===== config.mk =====
export PLATFORM = sky130hd
export DESIGN_NAME = pred_store_seq
export DESIGN_NICKNAME = d
export VERILOG_FILES = /design/src/rtl/pst_pkg.sv /design/src/rtl/pst_dpath.sv /design/src/rtl/pst_ctrl.sv /design/src/rtl/pred_store_seq.sv
export SDC_FILE = /design/constraint.sdc
export NUM_CORES = 1
export LEC_CHECK = 0
export ABC_AREA = 1
export BUFFER_PORTS_ARGS = -buffer_cell sky130_fd_sc_hd__buf_2
export CAP_MARGIN = 20
export CORE_ASPECT_RATIO = 0.9
export CORE_UTILIZATION = 26
export DETAILED_ROUTE_END_ITERATION = 10
export GPL_ROUTABILITY_DRIVEN = 0
export GPL_TIMING_DRIVEN = 0
export PLACE_DENSITY = 0.49
export REMOVE_ABC_BUFFERS = 1
export SETUP_SLACK_MARGIN = 0.05
export SYNTH_ARGS = -nofsm -noshare
export SYNTH_HDL_FRONTEND = slang
export SYNTH_SLANG_ARGS = --single-unit

===== constraint.sdc =====
create_clock -name clk -period 7.9 [get_ports clk]
set_clock_uncertainty 0.2 [all_clocks]
set_input_delay 1.185 -clock clk [delete_from_list [all_inputs] [get_ports clk]]
set_output_delay 1.185 -clock clk [all_outputs]
set_load 0.02 [all_outputs]

===== src/rtl/pst_pkg.sv =====
package pst_pkg;

  typedef enum logic [1:0] {
    FK_NONE    = 2'd0,
    FK_ILLEGAL = 2'd1,
    FK_SPALIGN = 2'd2,
    FK_ALIGN   = 2'd3
  } faultKindE;

  // control -> datapath strobes
  typedef struct packed {
    logic load;
    logic advance;
  } ctrlStrobeS;

  // datapath -> control status
  typedef struct packed {
    logic legal;
    logic spFault;
    logic alFault;
    logic last;
  } dpStatusS;

  localparam logic [9:0] OPC_HI = 10'b1110010110;
  localparam int unsigned ADDR_W = 64;

endpackage


===== src/rtl/pst_dpath.sv =====
module pst_dpath
  import pst_pkg::*;
#(
  parameter int unsigned MAX_VL = 2048
) (
  input  logic                   clk,
  input  logic                   rstN,
  input  ctrlStrobeS             strobe,
  input  logic [31:0]            instr,
  input  logic [$clog2(MAX_VL/128+1)-1:0] granules,
  input  logic [ADDR_W-1:0]      gprVal,
  input  logic [ADDR_W-1:0]      spVal,
  input  logic [MAX_VL/8-1:0]    predVal,
  input  logic                   alignEnforce,
  input  logic                   spAlignCheck,
  input  logic                   wrValid,
  input  logic                   wrReady,
  output dpStatusS               status,
  output logic [ADDR_W-1:0]      wrAddr,
  output logic [7:0]             wrData,
  output logic                   wrTagChk
);

  localparam int unsigned MAX_GRAN = MAX_VL / 128;
  localparam int unsigned GW       = $clog2(MAX_GRAN + 1);
  localparam int unsigned PW       = MAX_VL / 8;
  localparam int unsigned MAXB     = MAX_VL / 64;
  localparam int unsigned IW       = (MAXB > 1) ? $clog2(MAXB) : 1;
  localparam int unsigned CW       = IW + 1;
  localparam int unsigned PRW      = 9 + CW + 1;

  // captured operands
  logic [31:4]       instrQ;
  logic [GW-1:0]     granQ;
  logic [ADDR_W-1:0] baseQ;
  logic [PW-1:0]     predQ;
  logic              alEnQ;
  logic              spChkQ;
  logic [IW-1:0]     idxQ;

  always_ff @(posedge clk) begin
    if (!rstN) begin
      instrQ <= '0;
      granQ  <= '0;
      baseQ  <= '0;
      predQ  <= '0;
      alEnQ  <= 1'b0;
      spChkQ <= 1'b0;
      idxQ   <= '0;
    end else if (strobe.load) begin
      instrQ <= instr[31:4];
      granQ  <= granules;
      baseQ  <= (instr[9:5] == 5'd31) ? spVal : gprVal;
      predQ  <= predVal;
      alEnQ  <= alignEnforce;
      spChkQ <= spAlignCheck;
      idxQ   <= '0;
    end else if (strobe.advance) begin
      idxQ <= idxQ + IW'(1);
    end
  end

  // decode
  logic          useSp;
  logic          patternOk;
  logic          granOk;
  logic [CW-1:0] byteCnt;

  assign useSp     = (instrQ[9:5] == 5'd31);
  assign patternOk = (instrQ[31:22] == OPC_HI) && (instrQ[15:13] == 3'b000)
                     && (instrQ[4] == 1'b0);
  assign granOk    = (granQ != '0) && (granQ <= GW'(MAX_GRAN));
  assign byteCnt   = CW'({granQ, 1'b0});

  // scaled offset
  logic signed [8:0]     immS;
  logic signed [PRW-1:0] prod;
  logic [ADDR_W-1:0]     offset;
  logic [ADDR_W-1:0]     effAddr;

  assign immS    = $signed({instrQ[21:16], instrQ[12:10]});
  assign prod    = $signed({{(PRW-9){immS[8]}}, immS})
                 * $signed({{(PRW-CW){1'b0}}, byteCnt});
  assign offset  = {{(ADDR_W-PRW){prod[PRW-1]}}, prod};
  assign effAddr = baseQ + offset;

  // byte lanes of the predicate
  logic [7:0] predBytes [MAXB];
  for (genvar gi = 0; gi < MAXB; gi++) begin : g_lane
    assign predBytes[gi] = predQ[gi*8 +: 8];
  end

  assign wrAddr   = effAddr + {{(ADDR_W-IW){1'b0}}, idxQ};
  assign wrData   = predBytes[idxQ];
  assign wrTagChk = !useSp;

  assign status.legal   = patternOk && granOk;
  assign status.spFault = useSp && spChkQ && (baseQ[3:0] != 4'd0);
  assign status.alFault = alEnQ && baseQ[0];
  assign status.last    = ((CW'(idxQ) + CW'(1)) == byteCnt);

  // a stalled beat keeps its payload
  a_r7_hold_payload: assert property (@(posedge clk) disable iff (!rstN)
    (wrValid && !wrReady) |=> ($stable(wrAddr) && $stable(wrData) && $stable(wrTagChk)));

  // accepted non-final beat moves to the next byte address
  a_r3_addr_step: assert property (@(posedge clk) disable iff (!rstN)
    (wrValid && wrReady && !status.last) |=> (wrAddr == $past(wrAddr) + 64'd1));

endmodule


===== src/rtl/pst_ctrl.sv =====
module pst_ctrl
  import pst_pkg::*;
(
  input  logic       clk,
  input  logic       rstN,
  input  logic       start,
  input  logic       wrReady,
  input  dpStatusS   status,
  output ctrlStrobeS strobe,
  output logic       busy,
  output logic       wrValid,
  output logic       done,
  output logic       fault,
  output logic [1:0] faultKind
);

  typedef enum logic [2:0] {
    ST_IDLE, ST_DECODE, ST_SEND, ST_DONE, ST_FAULT
  } stateE;

  stateE     stateQ, stateD;
  faultKindE kindQ, kindD;

  always_comb begin
    kindD = FK_NONE;
    if (!status.legal)       kindD = FK_ILLEGAL;
    else if (status.spFault) kindD = FK_SPALIGN;
    else if (status.alFault) kindD = FK_ALIGN;
  end

  always_comb begin
    stateD = stateQ;
    unique case (stateQ)
      ST_IDLE:   if (start) stateD = ST_DECODE;
      ST_DECODE: stateD = (kindD == FK_NONE) ? ST_SEND : ST_FAULT;
      ST_SEND:   if (wrReady && status.last) stateD = ST_DONE;
      ST_DONE:   stateD = ST_IDLE;
      ST_FAULT:  stateD = ST_IDLE;
      default:   stateD = ST_IDLE;
    endcase
  end

  always_ff @(posedge clk) begin
    if (!rstN) begin
      stateQ <= ST_IDLE;
      kindQ  <= FK_NONE;
    end else begin
      stateQ <= stateD;
      if (stateQ == ST_DECODE) kindQ <= kindD;
    end
  end

  assign strobe.load    = (stateQ == ST_IDLE) && start;
  assign strobe.advance = (stateQ == ST_SEND) && wrReady && !status.last;

  assign busy      = (stateQ != ST_IDLE);
  assign wrValid   = (stateQ == ST_SEND);
  assign done      = (stateQ == ST_DONE);
  assign fault     = (stateQ == ST_FAULT);
  assign faultKind = fault ? kindQ : FK_NONE;

  // an illegal word is refused with the illegal code
  a_r1_illegal_refused: assert property (@(posedge clk) disable iff (!rstN)
    (stateQ == ST_DECODE && !status.legal) |=> (fault && faultKind == FK_ILLEGAL));

  // done and fault are single-cycle pulses
  a_r8_done_pulse: assert property (@(posedge clk) disable iff (!rstN)
    done |=> !done);
  a_r8_fault_pulse: assert property (@(posedge clk) disable iff (!rstN)
    fault |=> (!fault && !wrValid));

  // acceptance of the final beat ends the run
  a_r3_last_ends: assert property (@(posedge clk) disable iff (!rstN)
    (wrValid && wrReady && status.last) |=> (done && !wrValid));

  // a start strobe while busy does not begin a new run
  a_r10_start_ignored: assert property (@(posedge clk) disable iff (!rstN)
    (busy && start) |=> (stateQ != ST_DECODE));

endmodule


===== src/rtl/pred_store_seq.sv =====
module pred_store_seq
  import pst_pkg::*;
#(
  parameter int unsigned MAX_VL = 2048
) (
  input  logic                                clk,
  input  logic                                rstN,
  input  logic                                start,
  input  logic [31:0]                         instr,
  input  logic [$clog2(MAX_VL/128+1)-1:0]     granules,
  input  logic [63:0]                         gprVal,
  input  logic [63:0]                         spVal,
  input  logic [MAX_VL/8-1:0]                 predVal,
  input  logic                                alignEnforce,
  input  logic                                spAlignCheck,
  output logic [4:0]                          baseSel,
  output logic [3:0]                          predSel,
  output logic                                busy,
  output logic                                wrValid,
  input  logic                                wrReady,
  output logic [63:0]                         wrAddr,
  output logic [7:0]                          wrData,
  output logic                                wrTagChk,
  output logic                                done,
  output logic                                fault,
  output logic [1:0]                          faultKind
);

  ctrlStrobeS strobe;
  dpStatusS   status;

  assign baseSel = instr[9:5];
  assign predSel = instr[3:0];

  pst_ctrl u_ctrl (
    .clk       (clk),
    .rstN      (rstN),
    .start     (start),
    .wrReady   (wrReady),
    .status    (status),
    .strobe    (strobe),
    .busy      (busy),
    .wrValid   (wrValid),
    .done      (done),
    .fault     (fault),
    .faultKind (faultKind)
  );

  pst_dpath #(.MAX_VL(MAX_VL)) u_dpath (
    .clk          (clk),
    .rstN         (rstN),
    .strobe       (strobe),
    .instr        (instr),
    .granules     (granules),
    .gprVal       (gprVal),
    .spVal        (spVal),
    .predVal      (predVal),
    .alignEnforce (alignEnforce),
    .spAlignCheck (spAlignCheck),
    .wrValid      (wrValid),
    .wrReady      (wrReady),
    .status       (status),
    .wrAddr       (wrAddr),
    .wrData       (wrData),
    .wrTagChk     (wrTagChk)
  );

endmodule


# Word level (Yosys, flattened, before mapping)
# Index checks and enable logic that the tools add are counted.
word_totals:
  ff_bits: 365
  input_bits: 427
  out_inout_bits: 88
  word_cells: 62
classes:
  add_sub_neg: 4
  multipliers: 1
  magnitude_cmp: 2
  n_eq_ne: 10
  muxes: 12
  n_bitwise: 3
  n_reduce_logical: 21
ops:
  columns: ["cell", "n"]
  rows:
  - ["adder 64 x 5 -> 64 bit", 1]
  - ["adder 64 bit", 1]
  - ["two-way mux 64 bit", 1]
  - ["binary-select mux 8 bit (select 5 bit)", 1]
  - ["two-way mux 8 bit", 2]
  - ["multiplier 9 x 6 -> 15 bit", 1]
  - ["logical AND 1 bit", 11]
  - ["equality test 10 bit, second input constant", 1]
  - ["equality test 5 bit, second input constant", 2]
  - ["two-way mux 3 bit", 3]
  - ["case mux 3 bit (3 select lines)", 1]
  - ["two-way mux 2 bit", 4]
  - ["adder 5 x 1 -> 6 bit, second input constant", 1]
  - ["equality test 3 x 2 -> 1 bit, second input constant", 2]
  - ["equality test 6 bit", 1]
  - [">= comparator 6 bit, second input constant", 1]
  - ["logical NOT 3 bit", 2]
  - ["NOT 5 -> 6 bit", 1]
  - ["adder 5 x 1 -> 5 bit, second input constant", 1]
  - ["<= comparator 5 bit, second input constant", 1]
  - ["nonzero test 5 bit", 1]
  - ["nonzero test 4 bit", 1]
  - ["equality test 3 x 1 -> 1 bit, second input constant", 1]
  - ["equality test 3 bit, second input constant", 1]
  - ["other kinds (8)", 10]

# Depth between registers and ports, before layout
logic_depth:
  depth_word: 8
  ltp_mapped: 34
  ltp_nobuf: 33

# By module
# Synthesis repeated with hierarchy kept, for this count alone.
hier_totals:
  hier_cells: 3714
  area_unflattened_um2: 24008.0
by_module_without_submodules:
  columns: ["module", "n_inst", "cells_per_inst", "area_per_inst_um2"]
  rows:
  - ["pst_dpath", 1, 3657, 23642.7]
  - ["pst_ctrl", 1, 48, 297.8]
  - ["pred_store_seq", 1, 9, 67.6]

# Worst setup path after synthesis
# No wires, ideal clock.
synth_path:
  path_type: "register to output"
  startpoint: "register u_dpath.granQ[0]"
  endpoint: "output port wrAddr[37]"
  arrival_time_ns: 6.001
  path_slack_ns: 0.514
  stages_incl_launch_ff: 27
  path_cell_list: "dfxtp_1 clkbuf_1 nand2_1 fa_1 inv_1 fa_1 inv_1 fa_1 inv_1 ha_1 nand2_1 inv_1 nand2_1 nand2_1 nand2_1 nand3_1 nand2_1 nand2_1 ha_1 ha_1 nand2_1 nor2_1 nand2_1 nor3_1 nand3_1 nand3_1 xor2_1"
synth_between:
  elab_chain_len: 3
synth_lines:
  columns: ["element", "line_no", "source"]
  rows:
  - ["start: declaration", "pst_dpath.sv:34", "logic [GW-1:0] granQ;"]
  - ["start signal: assignment", "pst_dpath.sv:52", "granQ <= granules;"]
  - ["multiplier 9 x 6 -> 15 bit", "pst_dpath.sv:83", "* $signed({{(PRW-CW){1'b0}}, byteCnt});"]
  - ["adder 64 bit", "pst_dpath.sv:85", "assign effAddr = baseQ + offset;"]
  - ["adder 64 x 5 -> 64 bit", "pst_dpath.sv:93", "assign wrAddr = effAddr + {{(ADDR_W-IW){1'b0}}, idxQ};"]
  - ["end: declaration", "pred_store_seq.sv:21", "output logic [63:0] wrAddr,"]
# Every way passes these cells.

# Worst setup path after layout
layout_path:
  startpoint: "register u_dpath.granQ[0]"
  endpoint: "output port wrAddr[26]"
# The elaborated chain is that of the path after synthesis.

==> qor.yml <==
yosys:
  synth-compound-area-share: 0.177
  synth-xor-area-share: 0.0194
  synth.avg_cell_area_um2: 6.45
  share_of_synthesized_cell_area_in_full_adder_half_adder_and_majority_cells: 0.106
  synthArstFlopShare: 0
  netlist_instances: 3711
  largest_family_of_logic_cells_by_synthesized_area: "simple AND/OR/NAND/NOR gates"
  ys_warns: 0
  dominantRegCellSynth: "sky130_fd_sc_hd__dfxtp_1"
  netlist-cell-type-count: 42
  synth.mux.area_fraction: 0
  netlist_area_um2: 23900
  synth_seq_cells: 365
  sequential_cell_area_fraction_in_the_yosys_report: 0.305
  synth_simple_gate_area_share: 0.281
  synth-edff-count: 0
cells_and_area:
  most_common_library_cell_in_the_layout_ignoring_fill_and_taps: "sky130_fd_sc_hd__nand2_1"
  multi_input_comb_area_um2: 14500
  finish.net_count: 4714
  area.growth.synth_to_final_pct: 25.7
  combined_flip_flop_and_latch_cell_area_um2: 7330
  mostFrequentLayoutCells: "sky130_fd_sc_hd__nand2_1, sky130_fd_sc_hd__buf_2, sky130_fd_sc_hd__inv_1"
  fillerInstances: 10349
  final_cell_count_without_fillers: 5387
  layout-drive-gt1-share: 0.189
  layout.core_utilization: 0.330
sta:
  timing.final.max_slew_violations: 0
  finalCritPeriodShare: 0.963
  headroom_to_the_max_slew_limit: 0.342
  grt_setup_unrepaired: "yes"
  final_critical_path_setup_slack_ps: 296
  hold_violations: 0
  report.final.setup_viol: 0
  fin_crit_ps: 7600
  clock.fmax_ghz: 0.132
  timing_worst_slew_pin_value_ps: 986
  holdWs_ps: 257
floorplan:
  floorplan.initialDensity: 0.262
  rows: 105
  die-height_um: 290
  core_region_area_um2: 91200
  pin_count: 515
  floorplan.die.width_um: 322
  floorplan.die_area_um2: 93200
setup_path:
  worst_path_max_delay_cell: "sky130_fd_sc_hd__fa_1"
  worst_setup_path_end_kind: "output port"
  timing.critical_path.required_ps: 6510
  critical_path_type: "reg -> out"
  critical_path.max_stage_delay_ps: 540
  timing.critical_path.mode_cell: "sky130_fd_sc_hd__inv_1"
  crit_path_max_fanout: 13
  critPathArrivalTime_ps: 6220
  startpoint_type: "register"
power:
  power_internal_mw: 3.70
  power.share.sequential: 0.383
  clock_power_share: 0.425
  power.combinational.fraction: 0.192
  leakagePower_nw: 14.7
  powerDensity_nw_per_um2: 177
  power.switching_mw: 1.61
  peakVddDrop_uv: 142
  finalPower_mw: 5.31
  netSwitchingFraction: 0.303
detailed_routing:
  vias: 24909
  drt-vias-per-instance: 4.62
  detail-route-antenna-nets: 0
  route.detailed.wl_per_inst_um: 17.1
  detail_route.drc_violations: 0
  post_route_wl_um: 92100
  number_of_drc_violations_after_detailed_routing_iteration_0: 1573
  drt-pass1-iter-count: 5
flow_run:
  timing.max_cap.violations: 0
run_status:
  run_status: "completed"
global_routing:
  antenna_violations_before_repair: 42
  first_global_vias: 23484
  pin_count_of_the_biggest_net_entering_global_routing: 136
  grt_usage: 0.191
  global_route_wire_length_before_repair_um: 137000
  overflow: 0
hold_path:
  hold_class: "reg -> reg"
clock_network:
  clock-root-buffer: "sky130_fd_sc_hd__clkbuf_16"
  cts.hold.buffers_added: 0
  worst_skew_pair.late_latency_ps: 590
  cts_max_path_buffers: 3
  clkTransAtPathRegs_ps: 60
  cts_sinks: 365
  cts-buffers-inserted: 45
  tritoncts_clock_tree: "done"
  cts.htree.levels: 2
placement:
  port_buffers: 506
  number_of_instances_in_the_placed_design: 5280
  detailed_place_hpwl_um: 68300
  post-place-ws_ps: 39.0
==> cells by family (layout without fill, tap and decap cells) <==
| family | after synthesis | after routing |
|---|---|---|
| other | 0 | 16 |
| XOR/XNOR | 53 | 53 |
| buffers and inverters | 666 | 1094 |
| adder cells (fa/ha/maj) | 182 | 182 |
| AO/OA/AOI/OAI | 746 | 746 |
| AND/OR/NAND/NOR | 1699 | 1701 |
| flip-flops | 365 | 365 |
==> metal layers <==
| metal | part of all wire | vias to the layer above | global-route usage |
|---|---|---|---|
| met5 | 0.0036 | - | 0 |
| li1 | - | 12663 | - |
| met1 | 0.46 | 11393 | 0.257 |
| met2 | 0.44 | 670 | 0.305 |
| met4 | 0.020 | 50 | 0.0464 |
| met3 | 0.073 | 133 | 0.0475 |
==> registers in the layout (all words and copies together), names as in the netlist <==
signal / cells
u_ctrl.kindQ: 2
u_ctrl.stateQ: 3
u_dpath.alEnQ: 1
u_dpath.baseQ: 64
u_dpath.granQ: 5
u_dpath.idxQ: 5
u_dpath.instrQ: 28
u_dpath.predQ: 256
u_dpath.spChkQ: 1
==> repair_timing <==
action | in CTS | in global routing
cloned | 1 | 2
setup endpoints to repair | 48 | 48
buffers inserted | 0 | 5
gates resized for setup | 33 | 113
pin swaps | 1 | 9
==> cell usage after synthesis (2+ instances only) <==
cell                       number  share of area
sky130_fd_sc_hd__nand3b_1       6         0.0019
sky130_fd_sc_hd__o22ai_1        8         0.0021
sky130_fd_sc_hd__o32ai_1        3         0.0011
sky130_fd_sc_hd__dfxtp_1      365           0.31
sky130_fd_sc_hd__nor2_1       323          0.051
sky130_fd_sc_hd__o211ai_1      51          0.016
sky130_fd_sc_hd__and2_1         2        0.00052
sky130_fd_sc_hd__a31oi_1        5         0.0013
sky130_fd_sc_hd__nor4_1         4         0.0010
sky130_fd_sc_hd__nor2_2         2        0.00052
sky130_fd_sc_hd__inv_1        468          0.073
sky130_fd_sc_hd__xor2_1        43          0.016
sky130_fd_sc_hd__nand2_2        5         0.0013
sky130_fd_sc_hd__inv_2          6        0.00094
sky130_fd_sc_hd__nand3_2        2        0.00084
sky130_fd_sc_hd__fa_1          33          0.028
sky130_fd_sc_hd__buf_6          5         0.0024
sky130_fd_sc_hd__ha_1         149          0.078
sky130_fd_sc_hd__o21bai_1       9         0.0028
sky130_fd_sc_hd__nand2_1     1148           0.18
sky130_fd_sc_hd__o21ai_0      236          0.049
sky130_fd_sc_hd__xnor2_1       10         0.0037
sky130_fd_sc_hd__buf_1          7         0.0011
sky130_fd_sc_hd__buf_4         17         0.0053
sky130_fd_sc_hd__nor3_1        16         0.0033
sky130_fd_sc_hd__a21o_1         3        0.00094
sky130_fd_sc_hd__o31ai_2       27          0.014
sky130_fd_sc_hd__nand4_1        9         0.0024
sky130_fd_sc_hd__a21oi_1      363          0.076
sky130_fd_sc_hd__nand3_1      178          0.037
sky130_fd_sc_hd__buf_2         62          0.013
sky130_fd_sc_hd__o31ai_1       36          0.011
sky130_fd_sc_hd__and3_1         2        0.00052
sky130_fd_sc_hd__a21boi_0       2        0.00063
sky130_fd_sc_hd__clkbuf_1      99          0.016
==> through the flow <==
stage | TNS [ps] | area [µm²]
2_1_floorplan | -2280180 | 23000
3_3_place_gp | -7744000 | 27100
3_5_place_dp | 0 | 27700
4_1_cts | 0 | 29500
5_1_grt | -24.0 | 30000
6_report | 0 | 30100
==> area by class of cell <==
cell class / instances / area share
Clock inverter: 18 / 0.00982
Sequential cell: 365 / 0.244
Multi-Input combinational cell: 2682 / 0.483
Tap cell: 1230 / 0.0512
Inverter: 475 / 0.0601
Timing Repair Buffer: 536 / 0.106
Clock buffer: 65 / 0.0446
Antenna cell: 16 / 0.00133
==> critical path, delay by kind of cell, from the launching register on <==
family / cells / cell delay, ps
DFF: 1 / 410
adders and majority gates: 6 / 2580
xor gates and xnor gates: 1 / 350
and+or+nand+nor: 13 / 1620
buffers and inverters: 6 / 690
==> power by group through the flow <==
stage | Combinational [mW] | Clock (mW) | Sequential, mW
final | 1.02 | 2.26 | 2.04
after floorplan | 0.569 | 0 | 2.05
after global placement | 0.976 | 0 | 2.08
after detailed placement | 0.967 | 0 | 2.08
after global routing | 1.13 | 2.41 | 2.05
after CTS | 0.982 | 2.33 | 2.04
==> path summary, 6_finish.rpt <==
path,from,end,slack [ps],cells after the start
setup reg to reg,u_ctrl.stateQ[1]$_SDFFE_PN0P_,u_dpath.baseQ[34]$_SDFFE_PN0P_,3740,14
hold / removal,u_dpath.predQ[46]$_SDFFE_PN0P_,u_dpath.predQ[46]$_SDFFE_PN0P_,260,2
hold reg to reg,u_dpath.predQ[46]$_SDFFE_PN0P_,u_dpath.predQ[46]$_SDFFE_PN0P_,260,2
setup / recovery,u_dpath.granQ[0]$_SDFFE_PN0P_,wrAddr[26],300,26
No activity file was read; power rests on OpenSTA's default activity.
